==> src/rtl/eye_mask_pkg.sv <==
package eye_mask_pkg;
  typedef enum logic [1:0] {
    SCAN_IDLE = 2'd0,
    SCAN_RUN  = 2'd1,
    SCAN_DONE = 2'd2
  } scan_state_e;
endpackage

==> src/rtl/step_edge.sv <==
module step_edge #(
  parameter int N = 4
) (
  input  logic         clk,
  input  logic         rst_n,
  input  logic [N-1:0] req_i,
  output logic [N-1:0] fire_o,
  output logic [N-1:0] prev_o
);
  logic [N-1:0] prev_q;

  for (genvar g = 0; g < N; g++) begin : g_bit
    always_ff @(posedge clk or negedge rst_n) begin
      if (!rst_n) prev_q[g] <= 1'b0;
      else        prev_q[g] <= req_i[g];
    end
    assign fire_o[g] = req_i[g] & ~prev_q[g];
  end

  assign prev_o = prev_q;
endmodule

==> src/rtl/pos_counter.sv <==
module pos_counter #(
  parameter int N = 15,
  localparam int W = (N > 1) ? $clog2(N) : 1
) (
  input  logic         clk,
  input  logic         rst_n,
  input  logic         inc_i,
  input  logic         load_i,
  input  logic [W-1:0] load_val_i,
  output logic [W-1:0] pos_o
);
  logic [W-1:0] pos_q, pos_d;
  logic         pos_en;

  always_comb begin
    pos_en = load_i | inc_i;
    if (load_i)                      pos_d = load_val_i;
    else if (pos_q == W'(N - 1))     pos_d = '0;
    else                             pos_d = pos_q + W'(1);
  end

  always_ff @(posedge clk or negedge rst_n) begin
    if (!rst_n)      pos_q <= '0;
    else if (pos_en) pos_q <= pos_d;
  end

  assign pos_o = pos_q;

  assert_wrap_R5: assert property (@(posedge clk) disable iff (!rst_n)
    (inc_i && !load_i && pos_q == W'(N - 1)) |=> (pos_q == '0));
  assert_in_range_R5: assert property (@(posedge clk) disable iff (!rst_n)
    pos_q < W'(N));
endmodule

==> src/rtl/scan_seq.sv <==
module scan_seq
  import eye_mask_pkg::*;
#(
  parameter int V_LEVELS  = 7,
  parameter int PH_LEVELS = 15,
  parameter int DWELL_W   = 16,
  localparam int NPH   = 2 * PH_LEVELS,
  localparam int NMASK = V_LEVELS * NPH,
  localparam int IW    = $clog2(NMASK),
  localparam int VW    = $clog2(V_LEVELS),
  localparam int PW    = $clog2(PH_LEVELS),
  localparam int HW    = $clog2(NPH)
) (
  input  logic               clk,
  input  logic               rst_n,
  input  logic               start_i,
  input  logic [DWELL_W-1:0] dwell_i,
  output logic               load_o,
  output logic [VW-1:0]      v_o,
  output logic [PW-1:0]      e_o,
  output logic [PW-1:0]      l_o,
  output logic [IW-1:0]      idx_o,
  output logic               busy_o,
  output logic               done_o
);
  scan_state_e        st_q, st_d;
  logic [IW-1:0]      idx_q, idx_d;
  logic [VW-1:0]      v_q, v_d;
  logic [HW-1:0]      ph_q, ph_d;
  logic [DWELL_W-1:0] dcnt_q, dcnt_d, len_q, len_d;
  logic               last_dwell, advance, finish;

  assign last_dwell = (dcnt_q == len_q - DWELL_W'(1));
  assign advance    = (st_q == SCAN_RUN) && last_dwell && (idx_q != IW'(NMASK - 1));
  assign finish     = (st_q == SCAN_RUN) && last_dwell && (idx_q == IW'(NMASK - 1));

  always_comb begin
    st_d   = st_q;
    idx_d  = idx_q;
    v_d    = v_q;
    ph_d   = ph_q;
    dcnt_d = dcnt_q;
    len_d  = len_q;
    load_o = 1'b0;
    if (start_i && st_q != SCAN_RUN) begin
      st_d   = SCAN_RUN;
      idx_d  = '0;
      v_d    = '0;
      ph_d   = '0;
      dcnt_d = '0;
      len_d  = (dwell_i == '0) ? DWELL_W'(1) : dwell_i;
      load_o = 1'b1;
    end else if (advance) begin
      idx_d  = idx_q + IW'(1);
      dcnt_d = '0;
      if (ph_q == HW'(NPH - 1)) begin
        ph_d = '0;
        v_d  = v_q + VW'(1);
      end else begin
        ph_d = ph_q + HW'(1);
      end
      load_o = 1'b1;
    end else if (finish) begin
      st_d = SCAN_DONE;
    end else if (st_q == SCAN_RUN) begin
      dcnt_d = dcnt_q + DWELL_W'(1);
    end
  end

  always_ff @(posedge clk or negedge rst_n) begin
    if (!rst_n) begin
      st_q   <= SCAN_IDLE;
      idx_q  <= '0;
      v_q    <= '0;
      ph_q   <= '0;
      dcnt_q <= '0;
      len_q  <= DWELL_W'(1);
    end else begin
      st_q   <= st_d;
      idx_q  <= idx_d;
      v_q    <= v_d;
      ph_q   <= ph_d;
      dcnt_q <= dcnt_d;
      len_q  <= len_d;
    end
  end

  assign v_o    = v_d;
  assign e_o    = (ph_d < HW'(PH_LEVELS)) ? PW'(ph_d) : '0;
  assign l_o    = (ph_d < HW'(PH_LEVELS)) ? '0 : PW'(ph_d - HW'(PH_LEVELS));
  assign idx_o  = idx_q;
  assign busy_o = (st_q == SCAN_RUN);
  assign done_o = (st_q == SCAN_DONE);

  assert_busy_done_excl_R10: assert property (@(posedge clk) disable iff (!rst_n)
    !(busy_o && done_o));
  assert_idx_range_R8: assert property (@(posedge clk) disable iff (!rst_n)
    idx_q < IW'(NMASK));
  assert_dwell_hold_R9: assert property (@(posedge clk) disable iff (!rst_n)
    (busy_o && !last_dwell) |=> $stable(idx_q));
  assert_done_sticky_R10: assert property (@(posedge clk) disable iff (!rst_n)
    (done_o && !start_i) |=> done_o);
endmodule

==> src/rtl/eye_mask_sweep.sv <==
module eye_mask_sweep #(
  parameter int V_LEVELS  = 7,
  parameter int PH_LEVELS = 15,
  parameter int DWELL_W   = 16
) (
  input  logic                                      clk,
  input  logic                                      rst_n,
  input  logic                                      step_vert_i,
  input  logic                                      step_early_i,
  input  logic                                      step_late_i,
  input  logic                                      swap_i,
  input  logic                                      scan_start_i,
  input  logic [DWELL_W-1:0]                        dwell_i,
  output logic [V_LEVELS-1:0]                       vref_therm_o,
  output logic [PH_LEVELS-1:0]                      early_sel_o,
  output logic [PH_LEVELS-1:0]                      late_sel_o,
  output logic                                      swap_o,
  output logic [$clog2(V_LEVELS*2*PH_LEVELS)-1:0]   mask_idx_o,
  output logic                                      scan_busy_o,
  output logic                                      scan_done_o
);
  localparam int VW = $clog2(V_LEVELS);
  localparam int PW = $clog2(PH_LEVELS);

  logic [1:0]    rst_sync_q;
  logic          rst_s;
  logic [3:0]    req, fire, prev;
  logic          scan_load;
  logic [VW-1:0] v_pos, v_ld;
  logic [PW-1:0] e_pos, l_pos, e_ld, l_ld;
  logic          swap_q;

  always_ff @(posedge clk or negedge rst_n) begin
    if (!rst_n) rst_sync_q <= 2'b00;
    else        rst_sync_q <= {rst_sync_q[0], 1'b1};
  end
  assign rst_s = rst_sync_q[1];

  assign req = {scan_start_i, step_late_i, step_early_i, step_vert_i};

  step_edge #(.N(4)) u_edge (
    .clk(clk), .rst_n(rst_s), .req_i(req), .fire_o(fire), .prev_o(prev)
  );

  scan_seq #(.V_LEVELS(V_LEVELS), .PH_LEVELS(PH_LEVELS), .DWELL_W(DWELL_W)) u_seq (
    .clk(clk), .rst_n(rst_s), .start_i(fire[3]), .dwell_i(dwell_i),
    .load_o(scan_load), .v_o(v_ld), .e_o(e_ld), .l_o(l_ld),
    .idx_o(mask_idx_o), .busy_o(scan_busy_o), .done_o(scan_done_o)
  );

  pos_counter #(.N(V_LEVELS)) u_vpos (
    .clk(clk), .rst_n(rst_s), .inc_i(fire[0] & ~scan_busy_o),
    .load_i(scan_load), .load_val_i(v_ld), .pos_o(v_pos)
  );
  pos_counter #(.N(PH_LEVELS)) u_epos (
    .clk(clk), .rst_n(rst_s), .inc_i(fire[1] & ~scan_busy_o),
    .load_i(scan_load), .load_val_i(e_ld), .pos_o(e_pos)
  );
  pos_counter #(.N(PH_LEVELS)) u_lpos (
    .clk(clk), .rst_n(rst_s), .inc_i(fire[2] & ~scan_busy_o),
    .load_i(scan_load), .load_val_i(l_ld), .pos_o(l_pos)
  );

  for (genvar g = 0; g < V_LEVELS; g++) begin : g_therm
    assign vref_therm_o[g] = (v_pos >= VW'(g));
  end
  for (genvar g = 0; g < PH_LEVELS; g++) begin : g_onehot
    assign early_sel_o[g] = (e_pos == PW'(g));
    assign late_sel_o[g]  = (l_pos == PW'(g));
  end

  always_ff @(posedge clk or negedge rst_s) begin
    if (!rst_s) swap_q <= 1'b0;
    else        swap_q <= swap_i;
  end
  assign swap_o = swap_q;

  assert_therm_shape_R2: assert property (@(posedge clk) disable iff (!rst_s)
    vref_therm_o[0] && ((vref_therm_o & (vref_therm_o + V_LEVELS'(1))) == '0));
  assert_early_onehot_R3: assert property (@(posedge clk) disable iff (!rst_s)
    $countones(early_sel_o) == 1);
  assert_late_onehot_R4: assert property (@(posedge clk) disable iff (!rst_s)
    $countones(late_sel_o) == 1);
  assert_held_once_R6: assert property (@(posedge clk) disable iff (!rst_s)
    (step_vert_i && prev[0] && !scan_load) |=> $stable(vref_therm_o));
  assert_swap_follow_R7: assert property (@(posedge clk) disable iff (!rst_s)
    1'b1 |=> (swap_o == $past(swap_i)));
  assert_busy_ignore_R11: assert property (@(posedge clk) disable iff (!rst_s)
    (scan_busy_o && !scan_load) |=> ($stable(early_sel_o) && $stable(late_sel_o)
                                     && $stable(vref_therm_o)));
endmodule

==> config.mk <==
export PLATFORM = sky130hd
export DESIGN_NAME = eye_mask_sweep
export DESIGN_NICKNAME = d
export VERILOG_FILES = /design/src/rtl/eye_mask_pkg.sv /design/src/rtl/step_edge.sv /design/src/rtl/pos_counter.sv /design/src/rtl/scan_seq.sv /design/src/rtl/eye_mask_sweep.sv
export SDC_FILE = /design/constraint.sdc
export NUM_CORES = 1
export LEC_CHECK = 0
export BUFFER_PORTS_ARGS = -buffer_cell sky130_fd_sc_hd__clkbuf_2
export CORE_AREA = 2 2 86 121
export DETAILED_ROUTE_END_ITERATION = 7
export DIE_AREA = 0 0 88 123
export HOLD_SLACK_MARGIN = 0.03
export PLACE_DENSITY_LB_ADDON = 0.25
export SYNTH_ARGS = -nofsm -noshare
export SYNTH_HDL_FRONTEND = slang
export SYNTH_SLANG_ARGS = --single-unit
export TNS_END_PERCENT = 20
==> constraint.sdc <==
create_clock -name clk -period 2.4 [get_ports clk]
set_input_delay 0.12 -clock clk [delete_from_list [all_inputs] [get_ports clk]]
set_output_delay 0.12 -clock clk [all_outputs]
set_load 0.01 [all_outputs]
# After elaboration in Yosys (flattened, before gate mapping)
# Index checks and enable logic that the tools add are counted.
# W data, S select, Z words.
[totals] register_bits=68 latch_bits=0 mem_bits_rw=0 mem_bits_ro=0 inputBits=23 out_inout_bits=48 wordCells=123 n_memories=0
[op_classes] addsub=9 n_mul=0 div=0 n_lt_le_gt_ge=8 n_eq_ne=38 shifts=0 mux=26 bitwise=15 reduce_logical=12
[ops] op="$mux W16" n=5
[ops] op="$eq A4 B4 Y1 const B" n=14
[ops] op="$eq A4 B3 Y1 const B" n=8
[ops] op="$mux W4" n=6
[ops] op="$add A16 B1 Y16 const B" n=1
[ops] op="$eq A16 B16 Y1" n=1
[ops] op="$eq A4 B2 Y1 const B" n=4
[ops] op="$logic_not A16 Y1" n=1
[ops] op="$mux W8" n=2
[ops] op="$sub A16 B1 Y16 const B" n=1
[ops] op="$mux W3" n=5
[ops] op="$mux W5" n=3
[ops] op="$ge A3 B3 Y1 const B" n=3
[ops] op="$add A4 B1 Y4 const B" n=2
[ops] op="$add A8 B1 Y8 const B" n=1
[ops] op="$eq A4 B1 Y1 const B" n=2
[ops] op="$eq A8 B8 Y1 const B" n=1
[ops] op="$logic_not A4 Y1" n=2
[ops] op="$ne A8 B8 Y1 const B" n=1
[ops] op="$and A1 B1 Y1" n=7
[ops] op="$add A3 B1 Y3 const B" n=2
[ops] op="$ge A3 B1 Y1 const B" n=2
[ops] op="$ge A3 B2 Y1 const B" n=2
[ops] op="$mux W2" n=3
[ops] op="other kinds (17)" n=29

# Logic depth before layout (Yosys ltp)
# Gate-level depths: netlist of run 1.
[logic_depth] depth_word=9 depth_mapped=15

# Cells and area by module
# A second synthesis of run 1 with hierarchy kept.
[hier_totals] cells_unflattened=476 hier_area_um2=4554.4
[modules_own_cells] module="scan_seq" instances=1 cells_each=347 area_per_inst_um2=3106.7 seq_area_each_um2=1252.5
[modules_own_cells] module="eye_mask_sweep" instances=1 cells_each=52 area_per_inst_um2=678.2 seq_area_each_um2=75.1
[modules_own_cells] module="pos_counter at u_epos ..." instances=2 cells_each=25 area_per_inst_um2=224.0 seq_area_each_um2=100.1
[modules_own_cells] module="pos_counter at u_vpos" instances=1 cells_each=19 area_per_inst_um2=166.4 seq_area_each_um2=75.1
[modules_own_cells] module="step_edge" instances=1 cells_each=8 area_per_inst_um2=155.1 seq_area_each_um2=100.1

# Worst setup path after synthesis of run 1
# OpenSTA, ideal clock, no wires.
[synth_timing] path_kind="register to register" start="register u_seq.len_q[2]" end="register u_lpos.pos_q[2], in the netlist u_lpos.pos_o[2]" arrival_ns=3.609 slack_ns=-1.329 stages_incl_launch_ff=16 n_path_buf=4 synth_period_minus_slack_ns=3.729 path_cell_list="dfrtp_1 buf_6 or4_1 buf_2 or3_1 a2111oi_2 and2_1 nand2_2 or4_1 buf_2 nand2_1 buf_2 o22ai_1 ha_1 xnor2_1 a31o_2"
[synth_between] elab_chain_len=9
[synth_lines] element="start, declared" line="scan_seq.sv:30" source="logic [DWELL_W-1:0] dcnt_q, dcnt_d, len_q, len_d;"
[synth_lines] element="start signal, assigned" line="scan_seq.sv:84" source="len_q <= len_d;"
[synth_lines] element="$sub A16 B1 Y16 (*)" line="scan_seq.sv:33" source="assign last_dwell = (dcnt_q == len_q - DWELL_W'(1));"
[synth_lines] element="$eq A16 B16 Y1 (*)" line="scan_seq.sv:33"
[synth_lines] element="$logic_and A1 B1 Y1 (*) (2 in series)" line="scan_seq.sv:34" source="assign advance = (st_q == SCAN_RUN) && last_dwell && (idx_q != IW'(NMASK - 1));"
[synth_lines] element="$mux W5 (*)" line="scan_seq.sv:53" source="end else if (advance) begin"
[synth_lines] element="$mux W5 (*)" line="scan_seq.sv:45" source="if (start_i && st_q != SCAN_RUN) begin"
[synth_lines] element="net u_seq.ph_d[1]" line="scan_seq.sv:29" source="logic [HW-1:0] ph_q, ph_d;"
[synth_lines] element="$sub A4 B4 Y4 or $lt A5 B4 Y1 (tied branches)" line="scan_seq.sv:90" source="assign l_o = (ph_d < HW'(PH_LEVELS)) ? '0 : PW'(ph_d - HW'(PH_LEVELS));"
[synth_lines] element="$mux W4 (*)" line="scan_seq.sv:90"
[synth_lines] element="$mux W4 (*)" line="pos_counter.sv:17" source="if (load_i) pos_d = load_val_i;"
[synth_lines] element="end signal, assigned" line="pos_counter.sv:24" source="else if (pos_en) pos_q <= pos_d;"
[synth_lines] element="end, declared" line="pos_counter.sv:12" source="logic [W-1:0] pos_q, pos_d;"
# The timed path passes the listed nets; every way through them passes the cells marked *.
# A chain may end at the register's enable or synchronous reset.

# Final worst setup path of run 1
[layout_timing] start="register u_seq.len_q[1]" end="register u_lpos.pos_q[2], in the netlist u_lpos.pos_o[2]"
# The elaborated chain is that of the path after synthesis.

==> results of run 1 <==
final timing paths:
| check | slack [ps] | cells after the start | endpoint | start |
|---|---|---|---|---|
| setup / recovery | -940 | 11 | u_lpos.pos_o[2] | u_seq.len_q[1] |
| hold / removal | 40 | 3 | u_seq.len_q[12] | dwell_i[12] |
| hold reg to reg | 320 | 0 | swap_o | rst_sync_q[1] |
| max in group asynchronous | 1380 | 1 | u_seq.len_q[0] | rst_sync_q[1] |
| setup reg to reg | -940 | 11 | u_lpos.pos_o[2] | u_seq.len_q[1] |
| min in group asynchronous | 100 | 2 | rst_sync_q[0] | rst_n |
metal layers:
metal / global-route usage / wire length [um] / vias up
li1: - / - / 2123
met1: 0.2535 / 4625 / 2064
met2: 0.4347 / 6800 / 116
met3: 0.03939 / 401 / 34
met4: 0.1365 / 512 / 0
met5: 0 / 0 / -
report_power, final:
group / leakage, nW / switching (W) / internal [W]
combinational: 1.89 / 0.00124 / 0.00119
sequential: 0.874 / 0.000317 / 0.00140
clock: 0.161 / 0.000498 / 0.00101
through the flow:
| step | util | power (W) | setup slack (ps) | TNS [ps] |
|---|---|---|---|---|
| finish | 0.6363 | 0.005654 | -938.7 | -32440 |
| global route | 0.6363 | 0.006018 | -1041 | -37200 |
| CTS | 0.6260 | 0.005613 | -865.7 | -29930 |
| detailed placement | 0.5493 | 0.003923 | -981.4 | -33030 |
| global placement | 0.5493 | 0.003841 | -905.1 | -29720 |
| floorplan | - | 0.003025 | -1052 | -29650 |
layout make-up:
cell class | count | area, um^2 | area share
multi-input cells | 405 | 2663 | 0.4297
flip-flops and latches | 68 | 1704 | 0.2750
repair buffers | 179 | 1271 | 0.2052
clock buffers | 9 | 225.2 | 0.03635
well taps | 135 | 168.9 | 0.02726
clock inverters | 7 | 115.1 | 0.01858
inverters | 13 | 48.80 | 0.007876
logic make-up after synthesis:
| kind of cell | count (synthesis) | share of synthesized area |
|---|---|---|
| buffers and inverters | 43 | 0.04156 |
| AND/OR/NAND/NOR | 265 | 0.3082 |
| multiplexers | 4 | 0.009950 |
| other | 1 | 0.0008771 |
| XOR/XNOR | 45 | 0.09219 |
| AO/OA/AOI/OAI | 78 | 0.1168 |
| adder cells (fa/ha/maj) | 11 | 0.03219 |
| flip-flops | 68 | 0.3983 |
repair_timing:
item                                    CTS  global route
setup buffers                             9             2
hold buffers                             20             0
endpoints found under the setup margin   45            45
gates cloned                              0             0
gates resized for setup                  30            22
hold endpoints to repair                 21             0
pin swaps                                15            23
worst max-delay path, cell delays in order (launching register included):
cell and delay, ps:
dfrtp_1 390, or4_4 540, or3_4 400, a2111oi_4 340
and2_4 230, nand2_4 50, or4_4 440, nand2b_4 190
o22ai_4 190, ha_4 170, xnor2_2 60, a31o_2 230
cell usage after synthesis, drive strengths merged, types with 3 or more instances:
cell type / number
nor4: 14
o21ai: 24
or3: 12
buf: 6
xor2: 18
dfrtp: 67
xnor2: 27
and3: 8
nor2: 64
nand3: 14
nand3b: 3
clkbuf: 24
inv: 13
nor3b: 4
ha: 11
nand2b: 15
a21boi: 3
nor3: 27
and4b: 3
o211ai: 3
or4: 7
o31ai: 3
nand2: 76
a21oi: 22
nand4: 8
flip-flops by register name, indices dropped and copies added (netlist names):
signal,cells
rst_sync_q,2
swap_o,1
u_edge.prev_o,4
u_epos.pos_o,4
u_lpos.pos_o,4
u_seq.dcnt_q,16
u_seq.idx_o,8
u_seq.len_q,16
u_seq.ph_q,5
u_seq.st_q,2
u_seq.v_q,3
u_vpos.pos_o,3
==> flow_summary_export.csv, run 1 <==
group,metric,value,unit
outcome,status,"finished with violations",
outcome,failed_checks,"setup timing",
layout,num_antenna_cells,0,
flow_run,maxCapViolCount,0,
setup_path,critPathMaxFanout,3,
clocking,cts_buffer_depth,2,
place,gp_congestion,0.9124,
route,vias,4337,
timing,tightest_slew,699.1,ps
clocking,numCtsBuffers,9,
layout,design_area,6196,um^2
layout,n_fill_cell,847,
clocking,clock_sinks,68,
power_and_ir_drop,ir_drop,0.4987,mV
layout,layout_common_cells,"buf_4, nand2_1, clkbuf_2",
global_routing,grt_max_degree,38,
place,hpwl,8799,um
yosys,synth-edff-count,0,
yosys,synth.area.top_cells,"dfrtp_1, nand2_1, nor2_1",
layout,final_nets,710,
die,row_count,43,
timing,setup-violations-final,45,
place,portBuffers,69,
global_routing,grt_pass1_wl,19810,um
setup_path,cp.arrival,3560,ps
timing,clock_skew,4.952,ps
global_routing,grt.total_usage,0.2382,
global_routing,grt_pass1_vias,4323,
yosys,syn_area,4275,um^2
timing,timing.hold.ws,44.61,ps
yosys,ys_ff_latch,68,
die,die_w,88,um
timing,hold_violations,0,
power_and_ir_drop,p_leak,2.927,nW
global_routing,grt_antenna_before_repair,0,
hold_path,hp-class,"in2reg",
die,initial_utilization,0.4390,
yosys,synth_cells,515,
clocking,path_clk_slew,60,ps
global_routing,grt_overflow,0,
route,postRouteAntennaNets,0,
yosys,ys_async_sr_fraction,1.000,
setup_path,end_kind,"flip-flop",
timing,slew_headroom,0.5340,
route,wirelength,12340,um
yosys,synth_top_area_frac,0.3922,
route,route.detailed.drc,0,
route,avgRoutedWirePerCell,15.12,um
timing,finalCritPeriodShare,1.391,
place,post_dp_cell_area,5349,um^2
route,drt_first_iter_violations,174,
clocking,clk_latency,340,ps
clocking,cts_root_buffer,"clkbuf_16",
timing,fin_ws,-938.7,ps
setup_path,startpoint_type,"flip-flop",
die,die_area,10820,um^2
yosys,synth_top_flop_cell,"dfrtp_1",
layout,drive_gt1_frac,0.3260,
yosys,syn_avg_cell_area,8.302,um^2
route,via_per_inst,5.315,
layout,final_cells,816,
die,io_pins,71,
setup_path,required,2620,ps
layout,area_growth,44.92,%
setup_path,crit_type,"reg2reg",
yosys,synth.largest_area_cell,"dfrtp_1",
timing,fin_crit,3339,ps
die,die_y,123,um
timing,slew_violations,0,
clocking,cts_tree,"built",
yosys,yosysSeqAreaShare,0.3983,
layout,final_common_cell,"buf_4",
clocking,h-tree-depth,3,
yosys,ys_warn_count,0,
place,placed_cells,770,
timing,fmax,299.5,MHz
timing,rsz0062_at_grt,"true",
die,fp.coreArea,9738,um^2
yosys,synth_cell_types,60,
route,drt-pass1-iter-count,4,
power_and_ir_drop,power_per_cell_area,912.5,nW/um^2
No activity file was read; power rests on OpenSTA's default activity.
==> run 2: changes to the inputs <==
--- a/config.mk
+++ b/config.mk
@@ -6,9 +6,9 @@
 export NUM_CORES = 1
 export LEC_CHECK = 0
 export BUFFER_PORTS_ARGS = -buffer_cell sky130_fd_sc_hd__clkbuf_2
-export CORE_AREA = 2 2 86 121
+export CORE_AREA = 2 2 97 136
 export DETAILED_ROUTE_END_ITERATION = 7
-export DIE_AREA = 0 0 88 123
+export DIE_AREA = 0 0 99 138
 export HOLD_SLACK_MARGIN = 0.03
 export PLACE_DENSITY_LB_ADDON = 0.25
 export SYNTH_ARGS = -nofsm -noshare
==> run 2 against run 1 <==
Final cell count increased by 3.3%. Sequential power about the same. Wire length increased by 2.2%. Fmax increased by 1.1%. Utilization decreased by 14 points. Global-route usage is 5.2 points lower. Clock-buffer cell count is 5 higher. Non-clock buffer count increased by 9. Clock power is 21% lower. The flow still finishes with violations (setup timing). Largest power group unchanged.
==> flow_summary_export.csv, run 2 (same netlist as run 1, synthesis figures left out) <==
group,metric,value,unit
setup_path,end_kind,"flip-flop",
route,wirelength,12620,um
timing,fin_ws,-901.5,ps
place,hpwl,9455,um
global_routing,grt.total_usage,0.1862,
power_and_ir_drop,ir_drop,0.4658,mV
die,row_count,49,
clocking,numCtsBuffers,9,
setup_path,worst_r2r_path_depth,10,
route,vias,4303,
global_routing,grt_pass1_wl,20770,um
die,die_area,13660,um^2
place,gp_congestion,0.8902,
global_routing,grt_max_degree,36,
timing,tightest_slew,544.0,ps
hold_path,min_from,"dwell_i[8]",
hold_path,holdPathEnd,"u_seq.len_q[8]",
clocking,h-tree-depth,3,
hold_path,hp-class,"in2reg",
setup_path,startpoint_type,"flip-flop",
clocking,cts_root_buffer,"clkbuf_16",
hold_path,min_path_cells,3,
setup_path,r2r_end,"u_seq.v_q[2]",
layout,layout_common_cells,"buf_4, nand2_1, clkbuf_2",
layout,area_growth,47.21,%
global_routing,grt_overflow,0,
outcome,failed_checks,"setup timing",
timing,rsz0062_at_grt,"true",
die,initial_utilization,0.3402,
route,drt-pass1-iter-count,7,
timing,fin_crit,3301,ps
setup_path,reg2reg_from,"u_seq.len_q[1]",
route,avgRoutedWirePerCell,14.97,um
timing,fmax,302.9,MHz
power_and_ir_drop,total_power,0.005463,W
layout,final_common_cell,"buf_4",
setup_path,ff2ff_setup_slack,-900,ps
setup_path,required,2650,ps
timing,finalCritPeriodShare,1.376,
setup_path,cp.arrival,3550,ps
layout,drive_gt1_frac,0.3522,
route,postRouteAntennaNets,0,
setup_path,crit_type,"reg2reg",
outcome,status,"finished with violations",
die,die_w,99,um
route,drt_first_iter_violations,151,
route,route.detailed.drc,0,
timing,hold_violations,0,
layout,final_nets,719,
power_and_ir_drop,power_per_cell_area,868.1,nW/um^2
die,die_y,138,um
setup_path,crit_chain,"or4_4, or3_4, a2111oi_4, and2_4, nand2_4, or4_4, buf_6, buf_6, or4_1, a21oi_1",
power_and_ir_drop,p_leak,2.961,nW
layout,utilization,0.5007,
route,via_per_inst,5.104,
timing,setup-violations-final,45,
die,io_pins,71,
timing,slew_headroom,0.6373,
layout,n_fill_cell,1164,
setup_path,crit_slowest_cell,"or4_4",
place,portBuffers,69,
timing,slew_violations,0,
die,fp.coreArea,12570,um^2
layout,num_antenna_cells,0,
global_routing,grt_antenna_before_repair,0,
clocking,cts_tree,"built",
clocking,clock_sinks,68,
clocking,clk_latency,330,ps
timing,clock_skew,3.112,ps
clocking,path_clk_slew,50,ps
clocking,cts_buffer_depth,2,
flow_run,maxCapViolCount,0,
global_routing,grt_pass1_vias,4418,
setup_path,critPathMaxFanout,5,
setup_path,slowest_delay,560,ps
[run 2: final cells by class]
cell class | instances | area, um^2 | area share
inverter | 13 | 48.80 | 0.007753
clock buffer | 14 | 254.0 | 0.04036
sequential | 68 | 1704 | 0.2708
multi-input combinational | 405 | 2723 | 0.4326
tap | 153 | 191.4 | 0.03042
timing repair buffer | 188 | 1363 | 0.2165
clock inverter | 2 | 10.01 | 0.001590
[run 2: per-layer routing]
| layer | wire length (um) | global-route usage | up-vias |
|---|---|---|---|
| met3 | 412 | 0.03539 | 24 |
| met4 | 424 | 0.08147 | 0 |
| met1 | 4905 | 0.2019 | 2053 |
| met2 | 6874 | 0.3446 | 94 |
| met5 | 0 | 0 | - |
| li1 | - | - | 2132 |
[run 2: repair_timing]
action | 4_1_cts | 5_1_grt
buffers inserted | 9 | 6
hold endpoints to repair | 21 | 0
hold buffers | 20 | 0
cloned | 0 | 0
endpoints found under the setup margin | 45 | 45
resized for setup | 49 | 25
pin swaps | 31 | 13
[run 2: per-stage QoR]
stage	instances	cell area [um^2]	setup TNS (ps)	hold WS, ps	setup slack (ps)
global route	843	6294	-34750	66.87	-999.2
global placement	794	5416	-29660	-94.55	-915.5
detailed placement	794	5416	-32860	-93.71	-947.2
CTS	837	6140	-27820	49.03	-844.1
finish	843	6294	-29940	52.49	-901.5
floorplan	516	4373	-29650	-175.6	-1052
[run 2: worst max path at each step]
stage | startpoint | endpoint | slack, ps | cells after the start
after detailed placement | u_seq.len_q[1] | u_seq.v_q[2] | -950 | 10
after global placement | u_seq.len_q[1] | u_seq.v_q[2] | -920 | 10
after global routing | u_seq.len_q[1] | u_lpos.pos_o[3] | -1000 | 12
after floorplan | u_seq.len_q[2] | u_lpos.pos_o[2] | -1050 | 15
final | u_seq.len_q[1] | u_seq.v_q[2] | -900 | 10
after CTS | u_seq.len_q[1] | u_epos.pos_o[3] | -840 | 11
[run 2: report_power, final]
| part | internal [W] | leakage, nW | switching (W) | total, W |
|---|---|---|---|---|
| Sequential | 0.00140 | 0.874 | 0.000298 | 0.00170 |
| Clock | 0.000725 | 0.131 | 0.000470 | 0.00120 |
| Combinational | 0.00127 | 1.96 | 0.00129 | 0.00257 |
[run 2: worst max-delay path, delay by kind of cell, from the launching register on]
kind / cells / cell delay, ps
compound gates: 2 / 480
buf+inv: 2 / 250
flops: 1 / 370
simple gates: 6 / 2130
